[src/rtl/sfr_stack_pkg.sv]
package sfr_stack_pkg;

  // Kind of stack movement decided for one cycle
  typedef enum logic [1:0] {
    OP_HOLD = 2'd0,
    OP_PUSH = 2'd1,
    OP_POP  = 2'd2
  } stk_op_e;

  // Position of the automatic-mode enable within the control register
  localparam int CTL_EN_BIT = 0;

  // Entry has priority over return; nothing moves while disabled
  function automatic stk_op_e pick_op(input logic en, input logic enter,
                                      input logic ret);
    stk_op_e op;
    op = OP_HOLD;
    if (en) begin
      if (enter)    op = OP_PUSH;
      else if (ret) op = OP_POP;
    end
    return op;
  endfunction

  // True when a select value addresses stack entry idx
  function automatic logic sel_hits(input int sel, input int idx);
    return sel == idx;
  endfunction

endpackage

[src/rtl/sfr_stack_ctrl.sv]
module sfr_stack_ctrl
  import sfr_stack_pkg::*;
#(
  parameter int PAGE_W = 8,
  parameter int DEPTH  = 3,
  parameter int SEL_W  = 2
) (
  input  logic              clk,
  input  logic              rst_n,
  input  logic              irq_enter,
  input  logic              irq_return,
  input  logic              reg_wr,
  input  logic [SEL_W-1:0]  reg_sel,
  input  logic [PAGE_W-1:0] reg_wdata,
  output logic              auto_en,
  output logic              push_ev,
  output logic              pop_ev,
  output logic [DEPTH-1:0]  wr_hit
);

  logic    en_q;
  logic    ctl_wr;
  stk_op_e op;

  assign ctl_wr = reg_wr && sel_hits(int'(reg_sel), DEPTH);

  always_ff @(posedge clk or negedge rst_n) begin
    if (!rst_n)      en_q <= 1'b1;
    else if (ctl_wr) en_q <= reg_wdata[CTL_EN_BIT];
  end

  assign auto_en = en_q;
  assign op      = pick_op(en_q, irq_enter, irq_return);
  assign push_ev = (op == OP_PUSH);
  assign pop_ev  = (op == OP_POP);

  // A software write to an entry only lands in a cycle without movement
  for (genvar i = 0; i < DEPTH; i++) begin : g_hit
    assign wr_hit[i] = reg_wr && sel_hits(int'(reg_sel), i) && (op == OP_HOLD);
  end

endmodule

[src/rtl/sfr_stack_entries.sv]
module sfr_stack_entries #(
  parameter int PAGE_W = 8,
  parameter int DEPTH  = 3
) (
  input  logic                          clk,
  input  logic                          rst_n,
  input  logic                          push_ev,
  input  logic                          pop_ev,
  input  logic [DEPTH-1:0]              wr_hit,
  input  logic [PAGE_W-1:0]             wdata,
  input  logic [PAGE_W-1:0]             enter_page,
  output logic [DEPTH-1:0][PAGE_W-1:0]  stk_q
);

  for (genvar i = 0; i < DEPTH; i++) begin : g_ent
    logic [PAGE_W-1:0] ent_q;
    logic [PAGE_W-1:0] from_above;
    logic [PAGE_W-1:0] from_below;

    // Value shifted in on a push
    if (i == 0) begin : g_top
      assign from_above = enter_page;
    end else begin : g_mid
      assign from_above = stk_q[i-1];
    end

    // Value shifted in on a pop; the deepest entry keeps its own
    if (i == DEPTH - 1) begin : g_bot
      assign from_below = ent_q;
    end else begin : g_up
      assign from_below = stk_q[i+1];
    end

    always_ff @(posedge clk or negedge rst_n) begin
      if (!rst_n)         ent_q <= '0;
      else if (push_ev)   ent_q <= from_above;
      else if (pop_ev)    ent_q <= from_below;
      else if (wr_hit[i]) ent_q <= wdata;
    end

    assign stk_q[i] = ent_q;
  end

endmodule

[src/rtl/sfr_stack_rdport.sv]
module sfr_stack_rdport
  import sfr_stack_pkg::*;
#(
  parameter int PAGE_W = 8,
  parameter int DEPTH  = 3,
  parameter int SEL_W  = 2
) (
  input  logic [DEPTH-1:0][PAGE_W-1:0] stk_q,
  input  logic                         auto_en,
  input  logic [SEL_W-1:0]             reg_sel,
  output logic [PAGE_W-1:0]            rdata
);

  always_comb begin
    rdata = '0;
    for (int i = 0; i < DEPTH; i++) begin
      if (sel_hits(int'(reg_sel), i)) rdata = stk_q[i];
    end
    if (sel_hits(int'(reg_sel), DEPTH)) rdata[CTL_EN_BIT] = auto_en;
  end

endmodule

[src/rtl/sfr_page_stack.sv]
module sfr_page_stack #(
  parameter  int PAGE_W = 8,
  parameter  int DEPTH  = 3,
  localparam int SEL_W  = $clog2(DEPTH + 1)
) (
  input  logic              clk,
  input  logic              rst_n,
  input  logic              irq_enter,
  input  logic [PAGE_W-1:0] irq_page,
  input  logic              irq_return,
  input  logic              reg_wr,
  input  logic [SEL_W-1:0]  reg_sel,
  input  logic [PAGE_W-1:0] reg_wdata,
  output logic [PAGE_W-1:0] reg_rdata,
  output logic [PAGE_W-1:0] page_o,
  output logic              auto_en_o
);

  // Named internal events, visible to the bound checker
  logic                        push_ev;
  logic                        pop_ev;
  logic [DEPTH-1:0]            wr_hit;
  logic [DEPTH-1:0][PAGE_W-1:0] stk_q;
  logic                        auto_en;

  sfr_stack_ctrl #(.PAGE_W(PAGE_W), .DEPTH(DEPTH), .SEL_W(SEL_W)) u_ctrl (
    .clk        (clk),
    .rst_n      (rst_n),
    .irq_enter  (irq_enter),
    .irq_return (irq_return),
    .reg_wr     (reg_wr),
    .reg_sel    (reg_sel),
    .reg_wdata  (reg_wdata),
    .auto_en    (auto_en),
    .push_ev    (push_ev),
    .pop_ev     (pop_ev),
    .wr_hit     (wr_hit)
  );

  sfr_stack_entries #(.PAGE_W(PAGE_W), .DEPTH(DEPTH)) u_entries (
    .clk        (clk),
    .rst_n      (rst_n),
    .push_ev    (push_ev),
    .pop_ev     (pop_ev),
    .wr_hit     (wr_hit),
    .wdata      (reg_wdata),
    .enter_page (irq_page),
    .stk_q      (stk_q)
  );

  sfr_stack_rdport #(.PAGE_W(PAGE_W), .DEPTH(DEPTH), .SEL_W(SEL_W)) u_rd (
    .stk_q   (stk_q),
    .auto_en (auto_en),
    .reg_sel (reg_sel),
    .rdata   (reg_rdata)
  );

  assign page_o    = stk_q[0];
  assign auto_en_o = auto_en;

endmodule

[config.mk]
export PLATFORM = sky130hd
export DESIGN_NAME = sfr_page_stack
export DESIGN_NICKNAME = d
export VERILOG_FILES = /design/src/rtl/sfr_stack_pkg.sv /design/src/rtl/sfr_stack_ctrl.sv /design/src/rtl/sfr_stack_entries.sv /design/src/rtl/sfr_stack_rdport.sv /design/src/rtl/sfr_page_stack.sv
export SDC_FILE = /design/constraint.sdc
export NUM_CORES = 1
export LEC_CHECK = 0
export BUFFER_PORTS_ARGS = -buffer_cell sky130_fd_sc_hd__buf_2
export CORE_MARGIN = 8
export CORE_UTILIZATION = 45
export CTS_CLUSTER_SIZE = 12
export DETAILED_ROUTE_END_ITERATION = 16
export GPL_ROUTABILITY_DRIVEN = 1
export PLACE_DENSITY = 0.79
export SETUP_SLACK_MARGIN = 0.5
export SLEW_MARGIN = 10
export SYNTH_ARGS = -nofsm -noshare
export SYNTH_HDL_FRONTEND = slang
export SYNTH_SLANG_ARGS = --single-unit
[constraint.sdc]
create_clock -name clk -period 5.35 [get_ports clk]
set_clock_uncertainty 0.05 [all_clocks]
set_input_delay 0 -clock clk [delete_from_list [all_inputs] [get_ports clk]]
set_output_delay 0 -clock clk [all_outputs]
set_load 0.05 [all_outputs]
==> results.yml, run 1 <==
critical_path:
  rr_endpoint: "u_entries.g_ent[1].from_below[5]"
  critPathRequiredTime_ns: 5.46
  regToRegSetupSlack_ns: 2.71
  critical_path.max_fanout: 39
  r2r_start: "u_ctrl.auto_en"
  worstSetupEndpoint: "u_entries.g_ent[1].from_below[5]"
  crit_start: "u_ctrl.auto_en"
  cp.arrival_ns: 2.75
  endpoint_kind: "flip-flop"
  worstRegToRegCells: 3
  timing_worst_setup_path_type: "reg2reg"
  crit_path_start_kind: "flip-flop"
final_layout:
  diodes: 0
  nets: 236
  drive_gt1_frac: 0.373
  synthToLayoutAreaGrowth_pct: 10.9
  nFillCells: 393
  multi_input_area_sq_um: 1010
  seqCellArea_sq_um: 627
clock_network:
  ctsResizeCount: 0
  clk_pin_slew_worst_paths_ns: 0.10
  cts_root_buffer: "clkbuf_8"
  cts.htree.levels: 1
  cts_tree: "built"
  clk_latency_ns: 0.27
  cts_buffer_depth: 2
  numCtsBuffers: 3
  cts_num_sinks: 25
synthesis:
  synthesis.area_sq_um: 1790
  avgSynthCellArea_sq_um: 9.35
  synth-compound-area-share: 0.230
  synth-seq-area-share: 0.351
  syn_nets: 214
  syn_inst: 191
  synthDominantCellAreaShare: 0.336
  async_reset_ff_frac: 1.00
  synth-edff-count: 0
  muxShareOfSynthArea: 0.146
  synth_area_leaders: "dfrtp_1 34%, mux2_2 9.5%, nand3b_1 7.1%, o22ai_1 5.6%, o31ai_2 5.6%"
  synth_xor_area_frac: 0
  ys_ff_latch: 25
  synth_top_family_by_area: "compound AO/OA/AOI/OAI gates"
  yosys.area_share.adder: 0
  ys.flop_type: "dfrtp_1"
  yosys.area.top_type: "dfrtp_1"
  yosysWarnings: 0
  synthSimpleGateAreaFrac: 0.188
  ys_types: 30
detailed_routing:
  drtIter0Drc: 138
  final_antenna_net_count: 0
  dr_wl_met3_microns: 390
  top_layer_used: "met4"
  wl_met1_mm: 2.07
  dr_total_vias: 1596
  avgViaCountPerCell: 6.09
  dr.pass1.iters: 4
  drc_errors: 0
  wl_per_cell_microns: 18.3
  wirelength_mm: 4.80
  route.met2.wl_mm: 2.31
floorplan:
  initial_utilization: 0.457
  core_sq_um: 3910
  ios: 40
  num_rows: 23
  die_height_microns: 79.0
  fp.dieW_microns: 79.0
  dieArea_sq_um: 6240
timing:
  slew_viol_final: 0
  setup_tns_ns: 0
  hold_viol: 0
  finalSetupViolCount: 0
  tightestPinTransition_ns: 0.909
  fin_crit_ns: 2.64
  rsz0062_at_grt: "no"
  period_share: 0.493
  max_slew_margin: 0.393
  fmaxAchievable_ghz: 0.379
placed_design:
  gp_congestion: 0.843
  io_buffer_count: 39
  dp_hpwl_mm: 3.16
global_routing:
  antenna_found_initial: 0
  grt_usage: 0.157
  grt_pass1_vias: 1622
  grt_max_degree: 40
  overflow: 0
  grt_pass1_wl_mm: 8.05
power_and_ir_drop:
  power_density_nw_per_um2: 432
  p_leak_nw: 0.828
  power_uw: 855
  vdd_drop_max_mv: 0.143
min_path:
  holdPathStages: 3
  min_path_type: "in2reg"
job:
  drv_cap: 0
status:
  status: "complete, no violations"
-- worst max-delay path: stages, from the launching register on --
cell and delay [ns]:
dfstp_2 0.98, nand2_1 0.73, mux2_2 0.50, mux2_2 0.26
-- power breakdown --
part	leakage (nW)	internal, mW	switching, mW	total [mW]
registers	0.299	0.256	0.0756	0.331
logic	0.506	0.149	0.257	0.406
clock network	0.0228	0.0534	0.0642	0.118
total	0.828	0.458	0.397	0.855
-- cell usage in the layout, fill, tap and decap left out --
cell	synthesis	layout
buf_2	6	39
dfrtp_1	24	24
nand3b_1	17	17
nand3_1	17	17
a21oi_1	16	16
o22ai_1	16	16
mux2_2	15	15
nand2_1	9	9
or2_2	8	8
o31ai_1	8	8
o31ai_2	8	8
mux2i_1	7	7
o21ai_0	7	7
clkbuf_8	0	3
dlygate4sd3_1	0	3
nor2b_1	1	1
mux4_2	1	1
o21ai_1	1	1
and2_1	1	1
inv_1	1	1
a31o_2	1	1
nand4_1	1	1
nor2_1	1	1
a31oi_1	1	1
or3b_1	1	1
and2_4	1	1
a32oi_2	1	1
clkbuf_1	8	1
buf_4	9	1
dfstp_2	1	1
-- state kept, by name, indices dropped and copies added (netlist names) --
signal	cells
u_ctrl.auto_en	1
u_entries.g_ent.ent_q	8
u_entries.g_ent.from_below	16
-- per-stage QoR --
step / hold slack (ns) / instance area, sq um / std cells / util / setup WS, ns
finish: 0.0252 / 1980 / 262 / 0.506 / 2.71
global route: 0.0234 / 1980 / 262 / 0.506 / 2.56
CTS: 0.0162 / 1980 / 262 / 0.506 / 2.75
detailed placement: -0.0133 / 1910 / 255 / 0.487 / 2.77
global placement: -0.0202 / 1910 / 255 / 0.487 / 2.83
floorplan: -0.346 / 1790 / 191 / - / 3.42
-- synth_stat cells (2+ instances only) --
cell	number
dfrtp_1	24
clkbuf_1	8
or2_2	8
mux2i_1	7
a21oi_1	16
o31ai_1	8
o31ai_2	8
buf_1	2
buf_4	9
buf_2	6
nand3_1	17
nand3b_1	17
nand2_1	9
o21ai_0	7
o22ai_1	16
mux2_2	15
-- metal layers --
| layer | track usage | up-vias |
|---|---|---|
| li1 | - | 754 |
| met1 | 0.202 | 787 |
| met2 | 0.251 | 53 |
| met3 | 0.0372 | 2 |
| met4 | 0.0556 | 0 |
| met5 | 0 | - |
-- cell type report --
class	count	area share
tap	50	0.0316
timing repair buffer	43	0.117
sequential	25	0.316
multi-input combinational	139	0.510
clock buffer	4	0.0227
inverter	1	0.00190
-- how the worst min path moves through the flow --
stage	start	end	slack, ns
after floorplan	rst_n	u_entries.g_ent[0].ent_q[0]	-0.35
after CTS	reg_wr	u_entries.g_ent[1].from_below[4]	0.02
after global routing	irq_page[4]	u_entries.g_ent[0].ent_q[4]	0.02
after global placement	rst_n	u_entries.g_ent[0].from_below[7]	-0.02
after detailed placement	rst_n	u_entries.g_ent[0].from_below[7]	-0.01
final	reg_wr	u_entries.g_ent[1].from_below[4]	0.03
-- cell families (layout without fill, tap and decap cells) --
family,Yosys count,after routing
multiplexers,23,23
flip-flops,25,25
AND/OR/NAND/NOR,57,57
AO/OA/AOI/OAI,59,59
buffers and inverters,27,48
-- what timing repair did --
item,in CTS,in global routing
setup buffers,0,0
hold buffers,3,0
hold endpoints to repair,26,0
setup endpoints to repair,0,0
Note: power is estimated with default switching activity, not from simulation.
==> inputs of run 2 (changes only) <==
clock period = 2.65 ns   (was 5.35 ns; I/O delays follow)
==> run 2 against run 1 <==
Compared with the run above: register-to-register slack lost 2.0 ns; die area is the same; routed wire length grew 2.1%; critical path depth is the same; first-iteration DRC count shrank 8.0%; core utilization grew 1.1 points; clock-buffer cell count is the same; fmax grew 33%; sequential cell count is the same; worst hold slack lost 0.0095 ns; sequential power grew 100%.
==> results.yml, run 2 (synthesis results as in run 1) <==
status:
  status: "complete, no violations"
clock_network:
  cts_tree: "built"
  numCtsBuffers: 3
  cts_root_buffer: "clkbuf_8"
  cts_num_sinks: 25
  cts.htree.levels: 1
  clk_pin_slew_worst_paths_ns: 0.09
  cts_buffer_depth: 2
  clk_latency_ns: 0.28
  cts_setup_buffers: 0
final_layout:
  layout_commonest_cell: "buf_2"
  diodes: 0
  most-common-layout-cells: "39 x buf_2, 24 x dfrtp_1, 17 x nand3b_1, 17 x nand3_1"
  nFillCells: 387
  finish.utilization: 0.517
  nets: 241
  multi_input_area_sq_um: 1010
  seqCellArea_sq_um: 631
  synthToLayoutAreaGrowth_pct: 13.2
  largest_reg_flops: 16
  drive_gt1_frac: 0.387
detailed_routing:
  final_antenna_net_count: 0
  avgViaCountPerCell: 6.18
  wl_per_cell_microns: 18.3
  dr_total_vias: 1650
  drc_errors: 0
  dr.pass1.iters: 4
  drtIter0Drc: 127
  wirelength_mm: 4.90
critical_path:
  critPathRequiredTime_ns: 2.77
  critPathSlowestCell: "dfstp_4"
  slowest_delay_ns: 0.79
  crit_start: "u_ctrl.auto_en"
  cp.arrival_ns: 2.10
  endpoint_kind: "flip-flop"
  r2r_start: "u_ctrl.auto_en"
  regToRegSetupSlack_ns: 0.67
  timing_worst_setup_path_type: "reg2reg"
  rr_endpoint: "u_entries.g_ent[1].from_below[1]"
  worstSetupEndpoint: "u_entries.g_ent[1].from_below[1]"
  critical_path.max_fanout: 28
  worstRegToRegCells: 3
  crit_path_start_kind: "flip-flop"
  path_cells: "nand2_1 -> a32oi_2 -> mux2_2"
floorplan:
  core_sq_um: 3910
  num_rows: 23
  initial_utilization: 0.457
  ios: 40
  dieArea_sq_um: 6240
  die_height_microns: 79.0
  fp.dieW_microns: 79.0
global_routing:
  antenna_found_initial: 0
  overflow: 0
  grt_usage: 0.161
  grt_max_degree: 29
  grt_pass1_wl_mm: 8.16
  grt_pass1_vias: 1678
timing:
  hold_viol: 0
  setup_ws_ns: 0.673
  tightestPinTransition_ns: 0.618
  worst_hold_slack_ns: 0.0157
  finalSetupViolCount: 0
  max_slew_margin: 0.585
  rsz0062_at_grt: "no"
  period_share: 0.746
  slew_viol_final: 0
  fmaxAchievable_ghz: 0.506
  setup_tns_ns: 0
  fin_crit_ns: 1.98
power_and_ir_drop:
  vdd_drop_max_mv: 0.323
  p_leak_nw: 0.851
  power_density_nw_per_um2: 864
  power_mw: 1.75
job:
  drv_cap: 0
placed_design:
  gp_congestion: 0.856
  dp_hpwl_mm: 3.30
  io_buffer_count: 39
  place_ws_ns: 0.587
min_path:
  min_path_type: "in2reg"
[run 2: cell count changes in the layout (fill, tap and decap cells not counted), sizes merged]
cell / change
buf: +5
[run 2: timing repair]
| action | in CTS | in global routing |
|---|---|---|
| setup endpoints to repair | 0 | 10 |
| gates resized for setup | 0 | 1 |
| endpoints found under the hold margin | 26 | 0 |
| hold buffers | 3 | 0 |
[run 2: worst min path at each step]
stage / end / from / cells past startpoint / slack, ns
3_5_place_dp: u_entries.g_ent[0].from_below[7] / rst_n / 1 / -0.02
2_1_floorplan: u_entries.g_ent[0].ent_q[0] / rst_n / 0 / -0.35
6_report: u_entries.g_ent[0].ent_q[7] / irq_page[7] / 3 / 0.02
4_1_cts: u_entries.g_ent[0].ent_q[5] / irq_page[5] / 3 / 0.01
5_1_grt: u_entries.g_ent[0].ent_q[4] / irq_page[4] / 3 / 0.03
3_3_place_gp: u_entries.g_ent[0].from_below[7] / rst_n / 1 / -0.02
[run 2: per-layer routing]
metal / GRT usage / vias to the layer above / routed length, microns
met5: 0 / - / 0
met4: 0.0667 / 0 / 89
met3: 0.0406 / 13 / 441
met2: 0.261 / 82 / 2280
met1: 0.198 / 792 / 2080
li1: - / 763 / -
[run 2: worst max-delay path, delay by kind of cell (launching register included)]
kind | cells | cell delay (ns)
simple gates | 1 | 0.14
mux | 1 | 0.40
flops | 1 | 0.79
compound gates | 1 | 0.49
[run 2: stage by stage]
step,cell area [sq um],std cells
after CTS,2020,267
after detailed placement,1940,260
after global placement,1940,260
final,2020,267
after global routing,2020,267
after floorplan,1790,191
[run 2: power breakdown]
part           leakage, nW  switching [mW]  internal, mW
Clock               0.0228           0.132         0.108
Combinational        0.529           0.535         0.311
Sequential           0.300           0.143         0.518
[run 2: area by class of cell]
| cell class | count | area share |
|---|---|---|
| Tap cell | 50 | 0.0309 |
| Multi-Input combinational cell | 139 | 0.499 |
| Sequential cell | 25 | 0.312 |
| Clock buffer | 4 | 0.0223 |
| Inverter | 1 | 0.00186 |
| Timing Repair Buffer | 48 | 0.134 |
==> inputs of run 3 (changes only) <==
PLACE_DENSITY = 0.82   (was 0.79)
clock period = 1.65 ns   (was 2.65 ns; I/O delays follow)
==> run 3 against run 2 <==
Compared with the run above: die area unchanged; core utilization increased by 16 points; non-clock buffer count increased by 26; final cell count increased by 9.7%; clock-buffer cell count decreased by 1; combinational power increased to 2.5 times the previous value; sequential share of layout area decreased by 7.4 points; global-route usage increased by 2.8 points; first-iteration DRC count increased by 77%; setup slack got worse by 0.66 ns; largest cell class unchanged; largest power group unchanged.
==> results.yml, run 3 (synthesis results as in run 1) <==
status:
  status: "complete, no violations"
clock_network:
  numCtsBuffers: 3
  cts_num_sinks: 25
  cts_root_buffer: "clkbuf_8"
  cts_tree: "built"
  clk_latency_ns: 0.28
  clk_pin_slew_worst_paths_ns: 0.09
  cts.htree.levels: 1
  cts_buffer_depth: 2
final_layout:
  drive_gt1_frac: 0.609
  finish.utilization: 0.677
  diodes: 0
  nets: 267
  layout_commonest_cell: "buf_2"
  synthToLayoutAreaGrowth_pct: 48.3
  largest_reg_flops: 16
  nFillCells: 269
  most-common-layout-cells: "31 x buf_2, 24 x dfrtp_1, 21 x buf_4, 17 x nand3b_1, 17 x nand3_1"
timing:
  max_slew_margin: 0.548
  setup_tns_ns: 0
  period_share: 0.995
  finalSetupViolCount: 0
  hold_viol: 0
  slew_viol_final: 0
  rsz0062_at_grt: "yes"
  tightestPinTransition_ns: 0.678
  fmaxAchievable_ghz: 0.609
  fin_crit_ns: 1.64
floorplan:
  fp.dieW_microns: 79.0
  ios: 40
  core_sq_um: 3910
  dieArea_sq_um: 6240
  die_height_microns: 79.0
  num_rows: 23
  initial_utilization: 0.457
placed_design:
  dp_hpwl_mm: 3.49
  io_buffer_count: 39
  gp_congestion: 0.794
detailed_routing:
  final_antenna_net_count: 0
  drc_errors: 0
  dr.pass1.iters: 5
  wirelength_mm: 6.64
  wl_per_cell_microns: 22.7
  drtIter0Drc: 225
  avgViaCountPerCell: 6.51
  dr_total_vias: 1907
job:
  drv_cap: 0
critical_path:
  timing_worst_setup_path_type: "reg2out"
  rr_endpoint: "u_entries.g_ent[1].from_below[5]"
  critPathRequiredTime_ns: 1.60
  regToRegSetupSlack_ns: 0.008
  cp.arrival_ns: 1.59
  crit_path_start_kind: "flip-flop"
  endpoint_kind: "output pin"
  r2r_start: "u_ctrl.auto_en"
  worstRegToRegCells: 4
  critical_path.max_fanout: 6
global_routing:
  grt_max_degree: 26
  overflow: 0
  antenna_found_initial: 0
  grt_pass1_wl_mm: 9.47
  grt_pass1_vias: 1851
  grt_usage: 0.189
power_and_ir_drop:
  p_leak_nw: 1.12
  vdd_drop_max_mv: 0.609
  power_density_nw_per_um2: 1350
min_path:
  holdPathStages: 3
  holdPathEnd: "u_entries.g_ent[0].ent_q[0]"
  min_from: "irq_page[0]"
  min_path_type: "in2reg"
## run 3: cell count changes in the layout (fill, tap and decap cells not counted), sizes merged
| cell | before | now |
|---|---|---|
| clkinv | 0 | 1 |
| buf | 45 | 70 |
## run 3: per-stage QoR
| stage | power [mW] | cells | setup slack [ns] | area (sq um) | hold WS (ns) |
|---|---|---|---|---|---|
| 3_3_place_gp | 2.48 | 266 | 0.0883 | 2050 | -0.0150 |
| 4_1_cts | 3.21 | 286 | 0.0208 | 2380 | 0.0236 |
| 2_1_floorplan | 2.26 | 191 | -0.101 | 1860 | -0.346 |
| 3_5_place_dp | 2.52 | 266 | 0.0579 | 2050 | -0.00999 |
| 6_report | 3.58 | 293 | 0.00795 | 2650 | 0.0372 |
| 5_1_grt | 3.73 | 293 | -0.0129 | 2650 | 0.0457 |
## run 3: final cells by class
class                   count  area (sq um)  area share
clock inverters             1          5.00     0.00189
multi-input cells         139          1290       0.489
repair buffers             74           612       0.231
well taps                  50          62.6      0.0236
clock buffers               3          41.3      0.0156
flip-flops and latches     25           631       0.238
inverters                   1          3.75     0.00142
## run 3: how the worst max path moves through the flow
stage                         startpoint                                to  slack, ns
after floorplan           u_ctrl.auto_en  u_entries.g_ent[1].from_below[0]      -0.10
after global placement    u_ctrl.auto_en  u_entries.g_ent[1].from_below[5]       0.09
after detailed placement  u_ctrl.auto_en  u_entries.g_ent[1].from_below[5]       0.06
after CTS                 u_ctrl.auto_en                      reg_rdata[0]       0.02
after global routing      u_ctrl.auto_en                      reg_rdata[0]      -0.01
final                     u_ctrl.auto_en                      reg_rdata[0]      0.008
## run 3: power breakdown
part           switching, mW  total (mW)  internal, mW
clock network          0.226       0.397         0.170
registers              0.214        1.05         0.831
logic                   1.19        2.13         0.947
## run 3: metal layers
layer	global-route usage	wire, microns
met3	0.0350	575
met4	0.119	144
met5	0	0
met1	0.232	2520
met2	0.299	3400
## run 3: worst max-delay path: stages, from the launching register on
cell and delay, ns:
dfstp_4 0.53, buf_12 0.14, mux4_2 0.48, buf_8 0.17
## run 3: timing repair
action | 4_1_cts | 5_1_grt
setup buffers | 12 | 5
resized for setup | 36 | 38
gates cloned | 1 | 2
hold buffers | 3 | 0
endpoints found under the setup margin | 34 | 34
pin swaps | 13 | 17
hold endpoints to repair | 26 | 0
